[config.mk]
export PLATFORM = sky130hd
export DESIGN_NAME = usb_ep0_ctrl
export DESIGN_NICKNAME = d
export VERILOG_FILES = /design/src/rtl/usb_ep0_pkg.sv /design/src/rtl/ep0_addr_reg.sv /design/src/rtl/ep0_mode_reg.sv /design/src/rtl/ep0_hs_select.sv /design/src/rtl/usb_ep0_ctrl.sv
export SDC_FILE = /design/constraint.sdc
export NUM_CORES = 1
export LEC_CHECK = 0
export CAP_MARGIN = 20
export CORE_ASPECT_RATIO = 0.8
export CORE_MARGIN = 5
export CORE_UTILIZATION = 35
export DETAILED_ROUTE_END_ITERATION = 12
export DONT_BUFFER_PORTS = 1
export PLACE_DENSITY = 0.55
export SLEW_MARGIN = 20
export SYNTH_ARGS = -nofsm -noshare
export SYNTH_HDL_FRONTEND = slang
export SYNTH_SLANG_ARGS = --single-unit
export TNS_END_PERCENT = 20
[constraint.sdc]
create_clock -name clk -period 2.9 [get_ports clk]
set_input_delay 0.58 -clock clk [delete_from_list [all_inputs] [get_ports clk]]
set_output_delay 0.58 -clock clk [all_outputs]
set_load 0.01 [all_outputs]
[src/rtl/usb_ep0_pkg.sv]
package usb_ep0_pkg;

    localparam int MODE_W = 4;
    localparam int DEV_AW = 7;

    typedef enum logic [1:0] {
        HS_NONE  = 2'b00,
        HS_ACK   = 2'b01,
        HS_NAK   = 2'b10,
        HS_STALL = 2'b11
    } hs_e;

    typedef enum logic [1:0] {
        TK_SETUP = 2'b00,
        TK_IN    = 2'b01,
        TK_OUT   = 2'b10,
        TK_RSVD  = 2'b11
    } tok_e;

    localparam logic [MODE_W-1:0] MODE_STALL_ALL = '0;

    typedef struct packed {
        logic              setup;
        logic              in_rx;
        logic              out_rx;
        logic              acked;
        logic [MODE_W-1:0] mode;
        logic              lock;
        logic              guard;
    } ep0_state_t;

    typedef struct packed {
        logic              en;
        logic [DEV_AW-1:0] addr;
    } dev_addr_t;

endpackage

[src/rtl/ep0_addr_reg.sv]
module ep0_addr_reg
    import usb_ep0_pkg::*;
(
    input  logic              clk,
    input  logic              rst_n,
    input  logic              bus_reset,
    input  logic              wr_en,
    input  logic [DEV_AW:0]   wdata,
    input  logic [DEV_AW-1:0] tok_addr,
    output logic [DEV_AW:0]   value_o,
    output logic              match_o
);

    dev_addr_t a_d, a_q;

    always_comb begin
        a_d = a_q;
        if (bus_reset) begin
            a_d = '0;
        end else if (wr_en) begin
            a_d.en   = wdata[DEV_AW];
            a_d.addr = wdata[DEV_AW-1:0];
        end
    end

    always_ff @(posedge clk or negedge rst_n) begin
        if (!rst_n) a_q <= '0;
        else        a_q <= a_d;
    end

    assign value_o = a_q;
    assign match_o = a_q.en && (tok_addr == a_q.addr);

    // a bus reset leaves the register cleared on the next cycle
    a_r8_bus_reset_clears: assert property (@(posedge clk) disable iff (!rst_n)
        bus_reset |=> (value_o == '0));

    // no match is reported while the enable bit is low
    a_r9_disabled_no_match: assert property (@(posedge clk) disable iff (!rst_n)
        !value_o[DEV_AW] |-> !match_o);

endmodule

[src/rtl/ep0_mode_reg.sv]
module ep0_mode_reg
    import usb_ep0_pkg::*;
(
    input  logic              clk,
    input  logic              rst_n,
    input  logic              wr_en,
    input  logic              rd_en,
    input  logic [MODE_W-1:0] wdata,
    input  logic              ev_setup,
    input  logic              ev_done,
    input  logic              ev_done_out,
    input  logic              ev_ack,
    output logic [7:0]        status_o,
    output logic              locked_o,
    output logic              guard_o
);

    ep0_state_t s_d, s_q;
    logic       eng_upd;

    assign eng_upd = ev_setup || ev_done || ev_ack;

    always_comb begin
        s_d = s_q;
        if (eng_upd) begin
            s_d.lock = 1'b1;
            if (ev_setup) begin
                s_d.setup = 1'b1;
                s_d.guard = 1'b1;
            end
            if (ev_done) begin
                if (ev_done_out) s_d.out_rx = 1'b1;
                else             s_d.in_rx  = 1'b1;
            end
            if (ev_ack) begin
                s_d.acked = 1'b1;
                s_d.guard = 1'b0;
            end
        end else begin
            if (rd_en) s_d.lock = 1'b0;
            if (wr_en && !s_q.lock) begin
                s_d.setup  = s_q.guard;
                s_d.in_rx  = 1'b0;
                s_d.out_rx = 1'b0;
                s_d.acked  = 1'b0;
                s_d.mode   = wdata;
            end
        end
    end

    always_ff @(posedge clk or negedge rst_n) begin
        if (!rst_n) s_q <= '0;
        else        s_q <= s_d;
    end

    assign status_o = {s_q.setup, s_q.in_rx, s_q.out_rx, s_q.acked, s_q.mode};
    assign locked_o = s_q.lock;
    assign guard_o  = s_q.guard;

    // a locked register ignores a CPU write
    a_r3_locked_write_ignored: assert property (@(posedge clk) disable iff (!rst_n)
        (locked_o && wr_en && !eng_upd) |=> $stable(status_o));

    // any engine strobe leaves the register locked
    a_r4_engine_sets_lock: assert property (@(posedge clk) disable iff (!rst_n)
        eng_upd |=> locked_o);

    // an accepted write clears the IN, OUT and ACKed flags
    a_r2_write_clears_flags: assert property (@(posedge clk) disable iff (!rst_n)
        (!locked_o && wr_en && !eng_upd) |=> (status_o[6:4] == 3'b000));

    // the SETUP flag holds while the protection window is open
    a_r5_setup_held: assert property (@(posedge clk) disable iff (!rst_n)
        guard_o |=> status_o[7]);

endmodule

[src/rtl/ep0_hs_select.sv]
module ep0_hs_select
    import usb_ep0_pkg::*;
(
    input  logic              tok_valid,
    input  logic [1:0]        tok_kind,
    input  logic              match,
    input  logic [MODE_W-1:0] mode,
    output hs_e               hs_o
);

    always_comb begin
        hs_o = HS_NONE;
        if (tok_valid && match && (tok_kind != TK_RSVD)) begin
            if (mode == MODE_STALL_ALL) begin
                hs_o = HS_STALL;
            end else begin
                case (tok_kind)
                    TK_SETUP: hs_o = HS_ACK;
                    TK_IN,
                    TK_OUT:   hs_o = HS_NAK;
                    default:  hs_o = HS_NONE;
                endcase
            end
        end
    end

endmodule

[src/rtl/usb_ep0_ctrl.sv]
module usb_ep0_ctrl
    import usb_ep0_pkg::*;
(
    input  logic       clk,
    input  logic       rst_n,
    input  logic       bus_reset,
    input  logic       cpu_wr,
    input  logic       cpu_rd,
    input  logic       cpu_sel,
    input  logic [7:0] cpu_wdata,
    output logic [7:0] cpu_rdata,
    input  logic       buf_wr_req,
    output logic       buf_wr_ok,
    input  logic       tok_valid,
    input  logic [1:0] tok_kind,
    input  logic [6:0] tok_addr,
    input  logic       evt_setup_data,
    input  logic       evt_data_done,
    input  logic       evt_data_out,
    input  logic       evt_ack_sent,
    output logic       addr_match,
    output logic [1:0] hs_sel
);

    logic [7:0] addr_val;
    logic [7:0] status_val;
    logic       locked;
    logic       guard;
    hs_e        hs_w;

    ep0_addr_reg u_addr (
        .clk       (clk),
        .rst_n     (rst_n),
        .bus_reset (bus_reset),
        .wr_en     (cpu_wr && !cpu_sel),
        .wdata     (cpu_wdata),
        .tok_addr  (tok_addr),
        .value_o   (addr_val),
        .match_o   (addr_match)
    );

    ep0_mode_reg u_mode (
        .clk         (clk),
        .rst_n       (rst_n),
        .wr_en       (cpu_wr && cpu_sel),
        .rd_en       (cpu_rd && cpu_sel),
        .wdata       (cpu_wdata[MODE_W-1:0]),
        .ev_setup    (evt_setup_data),
        .ev_done     (evt_data_done),
        .ev_done_out (evt_data_out),
        .ev_ack      (evt_ack_sent),
        .status_o    (status_val),
        .locked_o    (locked),
        .guard_o     (guard)
    );

    ep0_hs_select u_hs (
        .tok_valid (tok_valid),
        .tok_kind  (tok_kind),
        .match     (addr_match),
        .mode      (status_val[MODE_W-1:0]),
        .hs_o      (hs_w)
    );

    assign hs_sel    = hs_w;
    assign cpu_rdata = cpu_sel ? status_val : addr_val;
    assign buf_wr_ok = buf_wr_req && !status_val[7];

    // a token that misses the address gets no handshake
    a_r10_no_match_no_hs: assert property (@(posedge clk) disable iff (!rst_n)
        !addr_match |-> (hs_sel == HS_NONE));

    // the protection window only exists together with the lock or the SETUP flag
    a_r5_window_implies_setup: assert property (@(posedge clk) disable iff (!rst_n)
        guard |-> status_val[7]);

    // a CPU read without an engine strobe releases the lock
    a_r3_read_unlocks: assert property (@(posedge clk) disable iff (!rst_n)
        (cpu_rd && cpu_sel && !evt_setup_data && !evt_data_done && !evt_ack_sent) |=> !locked);

endmodule

### Yosys cells after proc, flatten, opt, wreduce, memory -nomap -nowiden

Index checks and enable logic that the tools add are counted.

* equality and inequality tests: 9
* mux-type cells: 16
* bitwise gates (word level): 1
* reductions and logical operators: 26

Operator list (number)
* $mux W8: 4
* $ne A2 B2 Y1 const B: 6
* $logic_and A1 B1 Y1: 8
* $reduce_and A2 Y1: 4
* $reduce_bool A2 Y1: 4
* $eq A7 B7 Y1: 1
* $mux W1: 7
* $mux W2: 3
* $reduce_and A3 Y1: 2
* $logic_not A4 Y1: 1
* $mux W4: 1
* $pmux W2 S2: 1
* $logic_not A1 Y1: 3
* $eq A2 B1 Y1 const B: 1
* $eq A2 B2 Y1 const B: 1
* $logic_not A2 Y1: 1
* $logic_or A1 B1 Y1: 2
* $reduce_or A2 Y1: 1
* $not A1 Y1: 1

* register bits: 18
* input bits: 29
* output and inout bits: 12
* word-level logic and storage cells: 61

### Logic depth before layout (Yosys ltp)

* depth in word-level cells: 5
* gate-level depth with buffers: 5
* gate-level depth less buffers: 4

### By module

A second synthesis with hierarchy kept.

* cell total of the unflattened synthesis: 85
* area total of the unflattened synthesis: 1029.7 µm²

By module, submodules not included
* ep0_addr_reg: times used 1, cells an instance 36, area an instance 402.9 µm², seq. area each 200.2 µm²
* ep0_mode_reg: times used 1, cells an instance 26, area an instance 400.4 µm², seq. area each 250.2 µm²
* usb_ep0_ctrl: times used 1, cells an instance 13, area an instance 157.7 µm², seq. area each 0.0 µm²
* ep0_hs_select: times used 1, cells an instance 10, area an instance 68.8 µm², seq. area each 0.0 µm²

### Worst setup path before layout

Ideal clock, no wire load.

* path kind: input port to output port
* start point: in tok_kind[0]
* end point: out hs_sel[0]
* data arrival time: 1.387 ns
* data required time: 2.320 ns
* setup slack: 0.933 ns
* stages on the path: 4
* buffers on the path: 0
* cell sequence: ha_1 nor2b_1 nand4_1 nor4_1

* word-level cells in the longest chain between the ends: 5
* elaborated cells on any way between the ends: 9
* those cells by class: eq/ne (3); mux (3); reduce/logical (3)

RTL lines
* start: declaration: RTL line usb_ep0_ctrl.sv:15 `input logic [1:0] tok_kind,`
* $eq A2 B1 Y1 / $eq A2 B2 Y1 (equally long branches): RTL line ep0_hs_select.sv:17 `case (tok_kind)`
* $reduce_or A2 Y1: RTL line ep0_hs_select.sv:17
* $pmux W2 S2: RTL line ep0_hs_select.sv:17
* $mux W2: RTL line ep0_hs_select.sv:14 `if (mode == MODE_STALL_ALL) begin`
* $mux W2 (*): RTL line ep0_hs_select.sv:13 `if (tok_valid && match && (tok_kind != TK_RSVD)) begin`
* end: declaration: RTL line usb_ep0_ctrl.sv:22 `output logic [1:0] hs_sel`

Every way passes the cells marked *; elsewhere a longest branch is shown, timed or not.

### Final worst setup path

* start point: reg u_mode.s_q, in the netlist u_mode.status_o[3]
* end point: out hs_sel[1]

* word-level cells in the longest chain between the ends: 3

RTL lines
* start: declaration: RTL line ep0_mode_reg.sv:18 `ep0_state_t s_d, s_q;`
* start signal: assignment: RTL line ep0_mode_reg.sv:52 `if (!rst_n) s_q <= '0;`
* start signal: assignment: RTL line ep0_mode_reg.sv:53 `else s_q <= s_d;`
* $logic_not A4 Y1: RTL line ep0_hs_select.sv:14
* $mux W2: RTL line ep0_hs_select.sv:14
* $mux W2: RTL line ep0_hs_select.sv:13

Every way passes these cells.

==> metrics.txt <==
status=finished clean; Synth Cell Area=990 µm²; final HPWL from detailed placement=1720 µm; H-tree depth=1; top-level I/O count=41; initial antenna violation count=0; period utilization=77.3%; hold path startpoint=bus_reset; clock transition time at the flip-flop clock pins of the worst setup and hold paths=0.10 ns; Total Nets Final=122; routability cong.=0.679; post-synthesis sequential area ratio=between 40 and 50%; hold_buf cts=1; latest clock arrival within the worst-skew pair=0.29 ns; Synth area leader=dfrtp_1; router iterations before antenna repair=4; P_leak=around 0.46 nW; DP Cell Count=123; CP cell instances=nor4_1 > nor2_1 > nor4_1; RR Endpoint=u_mode.status_o[0]; area grow syn2layout=6.45%; CP Data Required Time=2.32 ns; post-route ant nets=0; die area=0.00400 mm²; most used cell, CP=nor4_1; critical path class=register to primary output; CTS Buf Count=3; vias in the first global route=684; wire length per cell=17.5 µm; RSZ-0062 raised after global routing=no; Mapped Nets=between 100 and 150; # diodes=0; Slowest-stage cell, CP=nor4_1; Die W=69.5 µm; Max Fclk=approximately 450 MHz; # port buffers=0; Total GRT Usage=11.4%; Setup Fix Bufs, Post-CTS=0; via/cell ratio=5.08; reg2reg setup slack=~1.5 ns; Clock Sinks=18; Hold WC Path Type=input pin to register; Die H=57.6 µm; first-pass GRT wire length=approximately 3500 µm; post-cts sizing count=0; Max Cap Viol=0; Layout Cells excl Fill=127; drc violations=0; proportion of layout cells with a drive suffix above 1=22.5%; Worst setup EP type=primary output; post-synth top area share=45.5%; Synth area leaders=dfrtp_1, mux2_2, mux2i_1, xnor2_1, mux2_4; setup_tns=0 ns; commonest non-fill, non-tap cell in the layout=dfrtp_1; Yosys Warn Count=0; Crit path buffers/inverters=0; relative slew slack=between 40 and 50%; Max VDD drop=0.191 mV; worst-path maximum fanout=3; Slew Limit Fails=0; largest net degree at the start of global routing=19; Site Rows=17; Remaining Overflow, GRT=0; Min-Delay Endpoint=u_addr.value_o[7]; Initial Utilization=36.1%; PD cells=425 mW/mm²; CTS tree=done; worst r2r src=u_mode.locked_o; CP startpoint kind=register; core area=~0.0027 mm²; FF+latch count, synth=18; Final Critical Period=approximately 2.2 ns; Arr. time, crit path=1.66 ns; Syn Inst Count=88; Final Hold Fails=0; endpoints failing setup=0; Clock Path Buffers=2; vias=645; routed wire length=around 2200 µm; worst hold path depth=1; R2R depth=2; Root Buffer=clkbuf_4; final clock skew=0.00109 ns; Post-Syn Area per Cell=approximately 11 µm²; initial drt markers=22; Crit path largest cell delay=0.45 ns; most frequent cells in the layout=dfrtp_1, nor2_1, mux2_2, mux2i_1, xnor2_1; Synth cell types=24; CP top delay family=simple AND/OR/NAND/NOR gates; worst-margin pin slew=0.821 ns
[power breakdown]
group          internal (mW)  switching (mW)  total, mW
Clock                 0.0482          0.0729      0.121
Sequential             0.260         0.00760      0.267
Combinational         0.0304          0.0288     0.0592
[metrics by stage]
step           hold slack (ns)  area (µm²)  power, mW  worst slack, ns  util (%)
6_report                 0.343        1050      0.448            0.657      38.4
5_1_grt                  0.309        1050      0.475            0.460      38.4
4_1_cts                  0.332        1050      0.454            0.641      38.4
3_5_place_dp             0.285        1020      0.326            0.821      37.2
3_3_place_gp             0.285        1020      0.325            0.874      37.2
2_1_floorplan            0.284         990      0.320            0.933         -
[layer usage]
layer	part of all wire [%]	track usage, %	up-vias
met5	0	0	-
met4	0	1.67	0
met3	11	7.57	0
met2	47	17.5	26
met1	42	13.7	314
li1	-	-	305
[layout make-up]
class	count	area (µm²)
inverters	4	15.0
repair buffers	2	17.5
well taps	38	47.5
fillers	272	1690
flip-flops and latches	18	450
clock buffers	3	22.5
multi-input cells	62	500
[state kept, by name (all words and copies together) (netlist names)]
name,flops
u_addr.value_o,8
u_mode.status_o,8
u_mode.guard_o,1
u_mode.locked_o,1
[synthesized netlist by cell type]
cell type  number
inv_1           4
a211o_1         1
a21o_2          1
mux2i_1         8
clkbuf_1        1
nand3_1         2
buf_2           1
o21a_1          1
ha_1            2
nor2_1         12
nor3_1          1
buf_6           1
xnor2_1         7
buf_1           1
mux2_2          8
nand2_1         3
dfrtp_1        18
nor2b_1         3
mux2_4          4
nor4_1          4
or3_4           1
or3_1           1
a22o_2          2
nand4_1         1
[worst register-to-register path: stages (launching register included)]
cell	delay, ns
dfrtp_1	0.41
or3_1	0.56
mux2_4	0.36
[worst max path at each step]
stage          cells past startpoint               start        end
6_report                           3  u_mode.status_o[3]  hs_sel[1]
5_1_grt                            3  u_mode.status_o[3]  hs_sel[0]
4_1_cts                            3  u_mode.status_o[3]  hs_sel[0]
3_5_place_dp                       4         tok_kind[0]  hs_sel[0]
3_3_place_gp                       4         tok_kind[0]  hs_sel[1]
2_1_floorplan                      4         tok_kind[0]  hs_sel[0]
[kinds of logic after synthesis]
group / after synthesis / share of synthesized area (%)
simple gates: 28 / 14.0
mux: 20 / 23.3
flops: 18 / 45.5
buf+inv: 8 / 3.92
xor+xnor: 7 / 6.19
compound gates: 5 / 4.55
fa+ha+maj: 2 / 2.53
Power figures use the tool's default switching activity.
